File: config.mk
export PLATFORM = sky130hd
export DESIGN_NAME = bypass_mode_ctrl
export DESIGN_NICKNAME = d
export VERILOG_FILES = /design/src/rtl/bmc_pkg.sv /design/src/rtl/bmc_sync.sv /design/src/rtl/bmc_mode_fsm.sv /design/src/rtl/bmc_out_sel.sv /design/src/rtl/bypass_mode_ctrl.sv
export SDC_FILE = /design/constraint.sdc
export NUM_CORES = 1
export LEC_CHECK = 0
export ABC_AREA = 1
export BUFFER_PORTS_ARGS = -buffer_cell sky130_fd_sc_hd__buf_4
export CORE_AREA = 2 2 39 41
export DETAILED_ROUTE_END_ITERATION = 10
export DIE_AREA = 0 0 41 43
export REMOVE_ABC_BUFFERS = 1
export SLEW_MARGIN = 15
export SYNTH_ARGS = -nofsm -noshare
export SYNTH_HDL_FRONTEND = slang
export SYNTH_SLANG_ARGS = --single-unit
File: constraint.sdc
create_clock -name clk -period 1.04 [get_ports clk]
set_clock_uncertainty 0.1 [all_clocks]
set_input_delay 0.104 -clock clk [delete_from_list [all_inputs] [get_ports clk]]
set_output_delay 0.104 -clock clk [all_outputs]
set_load 0.05 [all_outputs]
File: src/rtl/bmc_pkg.sv
package bmc_pkg;
  typedef enum logic [1:0] {
    MODE_BYP  = 2'd0,
    MODE_WAIT = 2'd1,
    MODE_COMB = 2'd2
  } mode_e;

  localparam int NUM_PATHS = 3;
endpackage

File: src/rtl/bmc_sync.sv
module bmc_sync #(
  parameter int   STAGES  = 2,
  parameter logic RST_VAL = 1'b0
) (
  input  logic clk,
  input  logic rst_n,
  input  logic d,
  output logic q
);
  logic [STAGES-1:0] chain;

  always_ff @(posedge clk or negedge rst_n) begin
    if (!rst_n) chain <= {STAGES{RST_VAL}};
    else        chain <= {chain[STAGES-2:0], d};
  end

  assign q = chain[STAGES-1];
endmodule

File: src/rtl/bmc_mode_fsm.sv
module bmc_mode_fsm
  import bmc_pkg::*;
(
  input  logic  clk,
  input  logic  rst_n,
  input  logic  req_s,
  input  logic  sel_s,
  input  logic  vs_s,
  output mode_e mode_o
);
  mode_e mode_q, mode_d;
  logic  vs_prev_q;
  logic  vs_edge;

  always_ff @(posedge clk or negedge rst_n) begin
    if (!rst_n) vs_prev_q <= 1'b0;
    else        vs_prev_q <= vs_s;
  end

  assign vs_edge = vs_s & ~vs_prev_q;

  always_comb begin
    mode_d = mode_q;
    if (req_s) begin
      mode_d = MODE_BYP;
    end else begin
      unique case (mode_q)
        MODE_BYP:  mode_d = sel_s ? MODE_WAIT : MODE_COMB;
        MODE_WAIT: if (!sel_s || vs_edge) mode_d = MODE_COMB;
        MODE_COMB: mode_d = MODE_COMB;
        default:   mode_d = MODE_BYP;
      endcase
    end
  end

  always_ff @(posedge clk or negedge rst_n) begin
    if (!rst_n) mode_q <= MODE_BYP;
    else        mode_q <= mode_d;
  end

  assign mode_o = mode_q;
endmodule

File: src/rtl/bmc_out_sel.sv
module bmc_out_sel
  import bmc_pkg::*;
#(
  parameter int PATHS = NUM_PATHS
) (
  input  mode_e            mode,
  input  logic             prefilt_pin,
  input  logic             prefilt_driven,
  output logic             stop,
  output logic             pll_run,
  output logic [PATHS-1:0] path_sel,
  output logic             comb_active,
  output logic             prefilt_sel
);
  assign stop        = (mode != MODE_COMB);
  assign pll_run     = ~stop;
  assign comb_active = (mode == MODE_COMB);

  for (genvar i = 0; i < PATHS; i++) begin : g_path
    assign path_sel[i] = stop;
  end

  assign prefilt_sel = prefilt_pin | ~prefilt_driven;
endmodule

File: src/rtl/bypass_mode_ctrl.sv
module bypass_mode_ctrl
  import bmc_pkg::*;
#(
  parameter int SYNC_STAGES = 2
) (
  input  logic clk,
  input  logic rst_n,
  input  logic byp_req_pin,
  input  logic pol_sel_pin,
  input  logic vsync_pin,
  input  logic prefilt_pin,
  input  logic prefilt_driven,
  output logic stop_o,
  output logic pll_run_o,
  output logic sel_cvbs_o,
  output logic sel_luma_o,
  output logic sel_chroma_o,
  output logic prefilt_sel_o,
  output logic comb_active_o
);
  localparam int PATHS = NUM_PATHS;

  logic byp_s, sel_s, vs_s, req_s;
  mode_e mode;
  logic [PATHS-1:0] path_sel;

  // Reset values form a bypass request until real pin levels arrive.
  bmc_sync #(.STAGES(SYNC_STAGES), .RST_VAL(1'b1)) u_sync_byp (
    .clk(clk), .rst_n(rst_n), .d(byp_req_pin), .q(byp_s));
  bmc_sync #(.STAGES(SYNC_STAGES), .RST_VAL(1'b0)) u_sync_sel (
    .clk(clk), .rst_n(rst_n), .d(pol_sel_pin), .q(sel_s));
  bmc_sync #(.STAGES(SYNC_STAGES), .RST_VAL(1'b0)) u_sync_vs (
    .clk(clk), .rst_n(rst_n), .d(vsync_pin), .q(vs_s));

  assign req_s = byp_s ^ sel_s;

  bmc_mode_fsm u_fsm (
    .clk(clk), .rst_n(rst_n), .req_s(req_s), .sel_s(sel_s),
    .vs_s(vs_s), .mode_o(mode));

  bmc_out_sel #(.PATHS(PATHS)) u_out (
    .mode(mode), .prefilt_pin(prefilt_pin), .prefilt_driven(prefilt_driven),
    .stop(stop_o), .pll_run(pll_run_o), .path_sel(path_sel),
    .comb_active(comb_active_o), .prefilt_sel(prefilt_sel_o));

  assign sel_cvbs_o   = path_sel[0];
  assign sel_luma_o   = path_sel[1];
  assign sel_chroma_o = path_sel[2];
endmodule

==> results of run 1 <==
-- state kept, by name (all words and copies together), names as in the netlist --
name              cells
u_fsm.mode_o          2
u_sync_byp.chain      2
u_sync_sel.chain      2
u_fsm.vs_prev_q       1
u_sync_vs.chain       2
-- what timing repair did --
item                                    CTS  global route
pin swaps                                 2             2
endpoints found under the setup margin    8             8
buffers inserted                          2             0
endpoints found under the hold margin    12             0
hold buffers                              4             0
gates resized for setup                  22             4
-- worst paths after layout --
path | from | endpoint | depth (start not counted)
min in group clk | u_sync_sel.chain[0]$_DFF_PN0_ | u_sync_sel.chain[1]$_DFF_PN0_ | 0
hold / removal | rst_n | u_sync_sel.chain[1]$_DFF_PN0_ | 2
setup reg to reg | u_fsm.mode_o[0]$_DFFE_PN0P_ | u_fsm.mode_o[1]$_DFFE_PN0P_ | 7
max in group asynchronous | rst_n | u_sync_byp.chain[0]$_DFF_PN1_ | 2
setup / recovery | u_fsm.mode_o[1]$_DFFE_PN0P_ | stop_o | 3
hold reg to reg | u_sync_sel.chain[0]$_DFF_PN0_ | u_sync_sel.chain[1]$_DFF_PN0_ | 0
-- per-stage QoR --
step | utilization [%] | setup WS (ns) | hold slack (ns) | power, mW | std cells
after global routing | 50.5 | -0.320 | 0.121 | 1.51 | 76
after CTS | 49.7 | -0.269 | 0.0892 | 1.42 | 76
after detailed placement | 37.6 | -0.131 | -0.170 | 0.934 | 66
final | 50.5 | -0.282 | 0.118 | 1.45 | 76
after floorplan | - | -1.52 | -0.292 | 0.759 | 34
after global placement | 37.6 | -0.116 | -0.171 | 0.931 | 66
-- per-layer routing --
metal	vias to the layer above	wire length (um)	share of wire, %	GRT usage [%]
li1	156	-	-	-
met1	149	280	33	10.8
met2	10	531	62	21.3
met3	2	30	3.5	3.66
met4	0	14	1.6	9.33
met5	-	0	0	0
-- critical path, cell delays in order (launching register included) --
cell	delay, ns
dfrtp_2	0.44
ha_4	0.20
inv_6	0.08
buf_8	0.14
-- cell families after synthesis --
group | after synthesis | synth area share (%)
DFF | 9 | 55.5
buffers and inverters | 12 | 14.6
adders and majority gates | 4 | 12.2
xor gates and xnor gates | 1 | 2.13
and+or+nand+nor | 10 | 12.2
AOI/OAI and AO/OA | 2 | 3.35
-- synthesized netlist by cell type, drive strengths merged --
cell and number:
dfrtp 7, inv 7, nand4 2, buf 4, a21oi 1, clkinv 1
nand3 2, nand2 6, o21ai 1, dfstp 2, ha 4, xnor2 1
-- where the power goes --
group,switching (mW),leakage [nW],internal (mW)
sequential,0.0289,0.104,0.386
clock,0.108,0.0150,0.147
combinational,0.446,0.208,0.333
total,0.583,0.327,0.866
-- cell type report --
class | count | area (um^2)
tap | 16 | 20.0
inverter | 8 | 40.0
timing repair buffer | 22 | 216
multi-input combinational | 17 | 166
clock buffer | 4 | 26.3
fill | 137 | 686
sequential | 9 | 229
==> impl_metrics.yaml, run 1 <==
power:
  powerDensity_mw_per_mm2: 2070
  ir_drop_mv: 1.09
  p_leak_nw: 0.327
clocking:
  cts_tree: "done"
  cts.clk_slew.worst_paths_ns: 0.06
  cts_made_buffers: 3
  clockBufferDepth: 2
  htreeDepth: 1
  clock_sinks: 9
  clock_latency_ns: 0.25
  root_buffer: "clkbuf_4"
floorplan:
  die_h_um: 43
  core_area_mm2: 0.00138
  start_util_pct: 29.7
  num_io_pins: 14
  die_w_um: 41
  rows: 14
  dieArea_mm2: 0.00176
logic_synthesis:
  yosysWarnings: 0
  synth_area_per_cell_um2: 10.8
  synthTopCellsByArea: "dfrtp_1, dfstp_2, ha_1"
  ys_ff_latch: 9
  synth_cells: 38
  syn_area_um2: 410
  synth_seq_area_share_pct: 55.5
  ys_types: 13
  yosys.area.top_type: "dfrtp_1"
  yosysTopAreaCellShare_pct: 42.7
place:
  detailed_place_hpwl_um: 469
  gp_congestion: 0.750
  placed_area_um2: 520
  io_buffers: 13
route:
  detail-route-antenna-nets: 0
  vias_per_cell: 4.17
  wire_per_inst_um: 11.3
  vias: 317
  routed_wirelength_um: 857
  drc_errors: 0
  first_pass_iters: 1
  drt-initial-drc-count: 0
timing:
  tightest_slew_ns: 0.149
  layout_setup_ws_ns: -0.282
  rsz0062_at_grt: "true"
  period_needed_ns: 1.32
  maxSlewHeadroom_pct: 90.1
  hold_viol: 0
  finalSetupTns_ns: -1.99
  finalSetupViolCount: 8
  final_max_slew_viol_count: 0
  fmax_mhz: 756
  finalCritPeriodShare_pct: 127
finish:
  layout_commonest_cell: "buf_4"
  drive_above_1_share_pct: 56.7
  syn_to_final_growth_pct: 70.1
  layout_common_cells: "buf_4, dfrtp_1, nand2_1"
  fin_area_um2: 698
  fin_nets: 72
  diodes: 0
worst_setup_path:
  cp-end-kind: "output pin"
  cp-start-kind: "flip-flop"
  required_ns: 0.84
  r2r_slack_ns: -0.23
  critPathArrivalTime_ns: 1.12
  worstPathMaxFanout: 4
  path_class: "flip-flop to output pin"
global_route:
  antenna_found_initial: 0
  grt_overflow: 0
  grt_pass1_wl_mm: 1.39
  first_global_vias: 377
  grtUsageTotal_pct: 12.3
  grt_max_degree: 10
run:
  maxCapViolCount: 0
outcome:
  violations: "setup timing"
  status: "finished, violations left"
worst_hold_path:
  hold_path_class: "input pin to asynchronous set/reset pin"
No activity file was read; power rests on OpenSTA's default activity.
==> run 2: changes to the inputs <==
Settings changed: RECOVER_POWER set to 50.
==> run 2 against run 1 <==
Net effect: the flow still finishes with violations (setup timing); hold slack better by 0.10 ns; clock-buffer cell count is the same; setup slack hardly changed; first-iteration DRC count unchanged; via count unchanged; largest cell class unchanged; largest power group unchanged; sequential cell count did not move; utilization is 0.27 points lower; die area unchanged; combinational power hardly changed.
==> impl_metrics.yaml, run 2 (synthesized netlist as in run 1, its figures left out) <==
outcome:
  status: "finished, violations left"
  violations: "setup timing"
timing:
  finalCritPeriodShare_pct: 127
  hold_viol: 0
  fmax_mhz: 757
  period_needed_ns: 1.32
  rsz0062_at_grt: "true"
  fin_hold_ws_ns: 0.222
  finalSetupViolCount: 8
  maxSlewHeadroom_pct: 69.2
  tightest_slew_ns: 0.462
  layout_setup_ws_ns: -0.282
  final_max_slew_viol_count: 0
place:
  gp_congestion: 0.750
  place_ws_ns: -0.131
  dp_cells: 66
  detailed_place_hpwl_um: 469
  io_buffers: 13
worst_setup_path:
  required_ns: 0.84
  slowest_delay_ns: 0.44
  crit_family: "flip-flops"
  path_class: "flip-flop to output pin"
  worstPathMaxFanout: 4
  cp-start-kind: "flip-flop"
  crit_slowest_cell: "dfrtp_2"
  cp-end-kind: "output pin"
  path_buf_inv: 2
  path_cells: "ha_4, inv_6, buf_8"
  critPathArrivalTime_ns: 1.12
finish:
  utilization_pct: 50.2
  fin_nets: 72
  diodes: 0
  syn_to_final_growth_pct: 69.2
  layout_commonest_cell: "buf_4"
  layout_common_cells: "buf_4, dfrtp_1, nand2_1"
  stdcell_count: 76
  drive_above_1_share_pct: 55.0
power:
  p_leak_nw: 0.324
  powerDensity_mw_per_mm2: 2080
  ir_drop_mv: 1.09
  power_mw: 1.45
route:
  routed_wirelength_um: 857
  wire_per_inst_um: 11.3
  drc_errors: 0
  vias_per_cell: 4.17
  first_pass_iters: 1
  detail-route-antenna-nets: 0
  drt-initial-drc-count: 0
  vias: 317
global_route:
  grt_overflow: 0
  grtUsageTotal_pct: 12.3
  first_global_vias: 377
  grt_pass1_wl_mm: 1.39
  antenna_found_initial: 0
  grt_max_degree: 10
floorplan:
  core_area_mm2: 0.00138
  start_util_pct: 29.7
  dieArea_mm2: 0.00176
  rows: 14
  die_w_um: 41
  die_h_um: 43
  num_io_pins: 14
clocking:
  cts_tree: "done"
  root_buffer: "clkbuf_4"
  cts_made_buffers: 3
  htreeDepth: 1
  cts.clk_slew.worst_paths_ns: 0.06
  clock_sinks: 9
  clock_latency_ns: 0.25
  clockBufferDepth: 2
worst_hold_path:
  hold_path_class: "input pin to asynchronous set/reset pin"
run:
  maxCapViolCount: 0
run 2: layout make-up:
class	count	area [um^2]
clock buffer	4	26.3
fill	136	689
inverter	8	40.0
multi-input combinational	17	166
sequential	9	229
tap	16	20.0
timing repair buffer	22	213
run 2: worst paths after layout:
kind / to / from / depth (start not counted) / slack [ns]
worst min register to register: u_sync_sel.chain[1]$_DFF_PN0_ / u_sync_sel.chain[0]$_DFF_PN0_ / 0 / 0.24
worst min-delay path: u_sync_sel.chain[1]$_DFF_PN0_ / rst_n / 2 / 0.22
worst max register to register: u_fsm.mode_o[1]$_DFFE_PN0P_ / u_fsm.mode_o[0]$_DFFE_PN0P_ / 7 / -0.23
min in group clk: u_sync_sel.chain[1]$_DFF_PN0_ / u_sync_sel.chain[0]$_DFF_PN0_ / 0 / 0.24
worst max-delay path: stop_o / u_fsm.mode_o[1]$_DFFE_PN0P_ / 3 / -0.28
max in group asynchronous: u_sync_byp.chain[0]$_DFF_PN1_ / rst_n / 2 / 0.27
run 2: what timing repair did:
item / 4_1_cts / 5_1_grt
gates resized for setup: 22 / 4
endpoints found under the setup margin: 8 / 8
hold buffers: 4 / 0
pin swaps: 2 / 2
setup buffers: 2 / 0
hold endpoints to repair: 12 / 0
run 2: per-layer routing:
| metal | GRT usage, % | wire length (um) |
|---|---|---|
| met1 | 10.8 | 281 |
| met2 | 21.3 | 530 |
| met3 | 3.66 | 30 |
| met4 | 9.33 | 14 |
| met5 | 0 | 0 |
run 2: report_power, final:
group          switching (mW)  leakage [nW]  internal, mW
combinational           0.446         0.205         0.331
clock                   0.108        0.0150         0.147
sequential             0.0289         0.104         0.386
run 2: metrics by stage:
stage	setup TNS [ns]	area, um^2
after global placement	-0.582	520
after detailed placement	-0.703	520
after CTS	-1.92	688
after floorplan	-7.07	380
final	-1.99	694
after global routing	-2.29	694
==> run 3: changes to the inputs <==
Clock period 1.04 ns to 1.4 ns, I/O delays scaled along.
==> run 3 against run 2 <==
Net effect: the flow now finishes without violations; total power is 34% lower; design area is 10% lower; via count is 7.9% lower; non-clock buffer count is 3 lower; global-route usage is 3.7 points lower; register-to-register slack better by 0.34 ns; combinational power is 40% lower; largest cell class unchanged.
==> impl_metrics.yaml, run 3 (synthesized netlist as in run 1, its figures left out) <==
worst_setup_path:
  startpoint: "u_fsm.mode_o[0]$_DFFE_PN0P_"
  endpoint: "pll_run_o"
  reg2reg_depth: 6
  r2r-end: "u_fsm.mode_o[0]$_DFFE_PN0P_"
  cp-start-kind: "flip-flop"
  worstPathMaxFanout: 3
  critPathArrivalTime_ns: 1.11
  cp-end-kind: "output pin"
  r2r_slack_ns: 0.11
  required_ns: 1.16
  rr_startpoint: "u_fsm.mode_o[0]$_DFFE_PN0P_"
  path_class: "flip-flop to output pin"
finish:
  fin_area_um2: 624
  drive_above_1_share_pct: 43.9
  layout_commonest_cell: "buf_4"
  diodes: 0
  layout_common_cells: "buf_4, nand2_1, dfrtp_1"
  utilization_pct: 45.1
  fin_nets: 69
  syn_to_final_growth_pct: 52.1
floorplan:
  start_util_pct: 29.7
  die_h_um: 43
  die_w_um: 41
  dieArea_mm2: 0.00176
  rows: 14
  num_io_pins: 14
  core_area_mm2: 0.00138
place:
  detailed_place_hpwl_um: 426
  io_buffers: 13
  placed_area_um2: 498
  gp_congestion: 0.679
global_route:
  grtUsageTotal_pct: 8.67
  grt_pass1_wl_um: 979
  antenna_found_initial: 0
  grt_max_degree: 10
  first_global_vias: 268
  grt_overflow: 0
route:
  detail-route-antenna-nets: 0
  routed_wirelength_um: 607
  vias: 292
  first_pass_iters: 2
  vias_per_cell: 4.00
  drt-initial-drc-count: 2
  drc_errors: 0
  wire_per_inst_um: 8.32
timing:
  finalSetupViolCount: 0
  maxSlewHeadroom_pct: 69.9
  period_needed_ns: 1.35
  final_max_slew_viol_count: 0
  hold_viol: 0
  tightest_slew_ns: 0.451
  finalCritPeriodShare_pct: 96.3
  fmax_mhz: 742
clocking:
  clockBufferDepth: 2
  htreeDepth: 1
  clock_sinks: 9
  cts_made_buffers: 3
  cts.clk_slew.worst_paths_ns: 0.06
  root_buffer: "clkbuf_4"
  clock_latency_ns: 0.25
  cts_tree: "done"
power:
  ir_drop_mv: 0.693
  powerDensity_mw_per_mm2: 1540
  p_leak_nw: 0.304
outcome:
  status: "complete, no violations"
run:
  maxCapViolCount: 0
worst_hold_path:
  hold_path_class: "flip-flop to flip-flop"
-- run 3: cell types whose count changed in the layout (fill, tap and decap cells not counted), sizes merged --
cell  change
buf       -3
-- run 3: area by class of cell --
cell class | count | area, um^2
clock buffer | 4 | 26.3
fill | 136 | 759
inverter | 8 | 35.0
multi-input combinational | 17 | 135
sequential | 9 | 229
tap | 16 | 20.0
timing repair buffer | 19 | 179
-- run 3: what timing repair did --
action	4_1_cts	5_1_grt
hold endpoints to repair	12	0
buffers inserted	1	1
hold buffers	4	0
setup endpoints to repair	6	6
gates resized for setup	12	3
-- run 3: power breakdown --
group	switching [mW]	leakage, nW	total, mW	internal (mW)
Clock	0.0800	0.0150	0.189	0.109
Sequential	0.0199	0.104	0.306	0.286
Combinational	0.283	0.185	0.465	0.182
-- run 3: layer usage --
metal	routed length, um	GRT usage, %	vias up
li1	-	-	149
met4	0	8.00	0
met2	353	13.1	8
met1	226	9.49	135
met5	0	0	-
met3	27	1.57	0
-- run 3: through the flow --
| stage | cells | total power, mW | hold WS, ns | worst slack, ns | setup TNS [ns] |
|---|---|---|---|---|---|
| after floorplan | 34 | 0.563 | -0.256 | -1.20 | -5.04 |
| after global placement | 63 | 0.672 | -0.135 | 0.177 | 0 |
| after detailed placement | 63 | 0.672 | -0.135 | 0.166 | 0 |
| after CTS | 72 | 0.950 | 0.128 | 0.00667 | 0 |
| after global routing | 73 | 1.02 | 0.263 | -0.00667 | -0.0185 |
| final | 73 | 0.960 | 0.245 | 0.0523 | 0 |
-- run 3: worst max-delay path: stages (launching register included) --
cell     delay [ns]
dfrtp_1        0.39
inv_2          0.10
ha_4           0.17
buf_4          0.20
-- run 3: worst min-delay path by stage --
| stage | startpoint | to | cells after the start |
|---|---|---|---|
| 4_1_cts | rst_n | u_fsm.mode_o[0]$_DFFE_PN0P_ | 2 |
| 5_1_grt | u_sync_byp.chain[0]$_DFF_PN1_ | u_sync_byp.chain[1]$_DFF_PN1_ | 0 |
| 6_report | u_sync_sel.chain[0]$_DFF_PN0_ | u_sync_sel.chain[1]$_DFF_PN0_ | 0 |
| 3_3_place_gp | rst_n | u_sync_sel.chain[0]$_DFF_PN0_ | 1 |
| 2_1_floorplan | rst_n | u_fsm.mode_o[0]$_DFFE_PN0P_ | 0 |
| 3_5_place_dp | rst_n | u_fsm.mode_o[0]$_DFFE_PN0P_ | 1 |
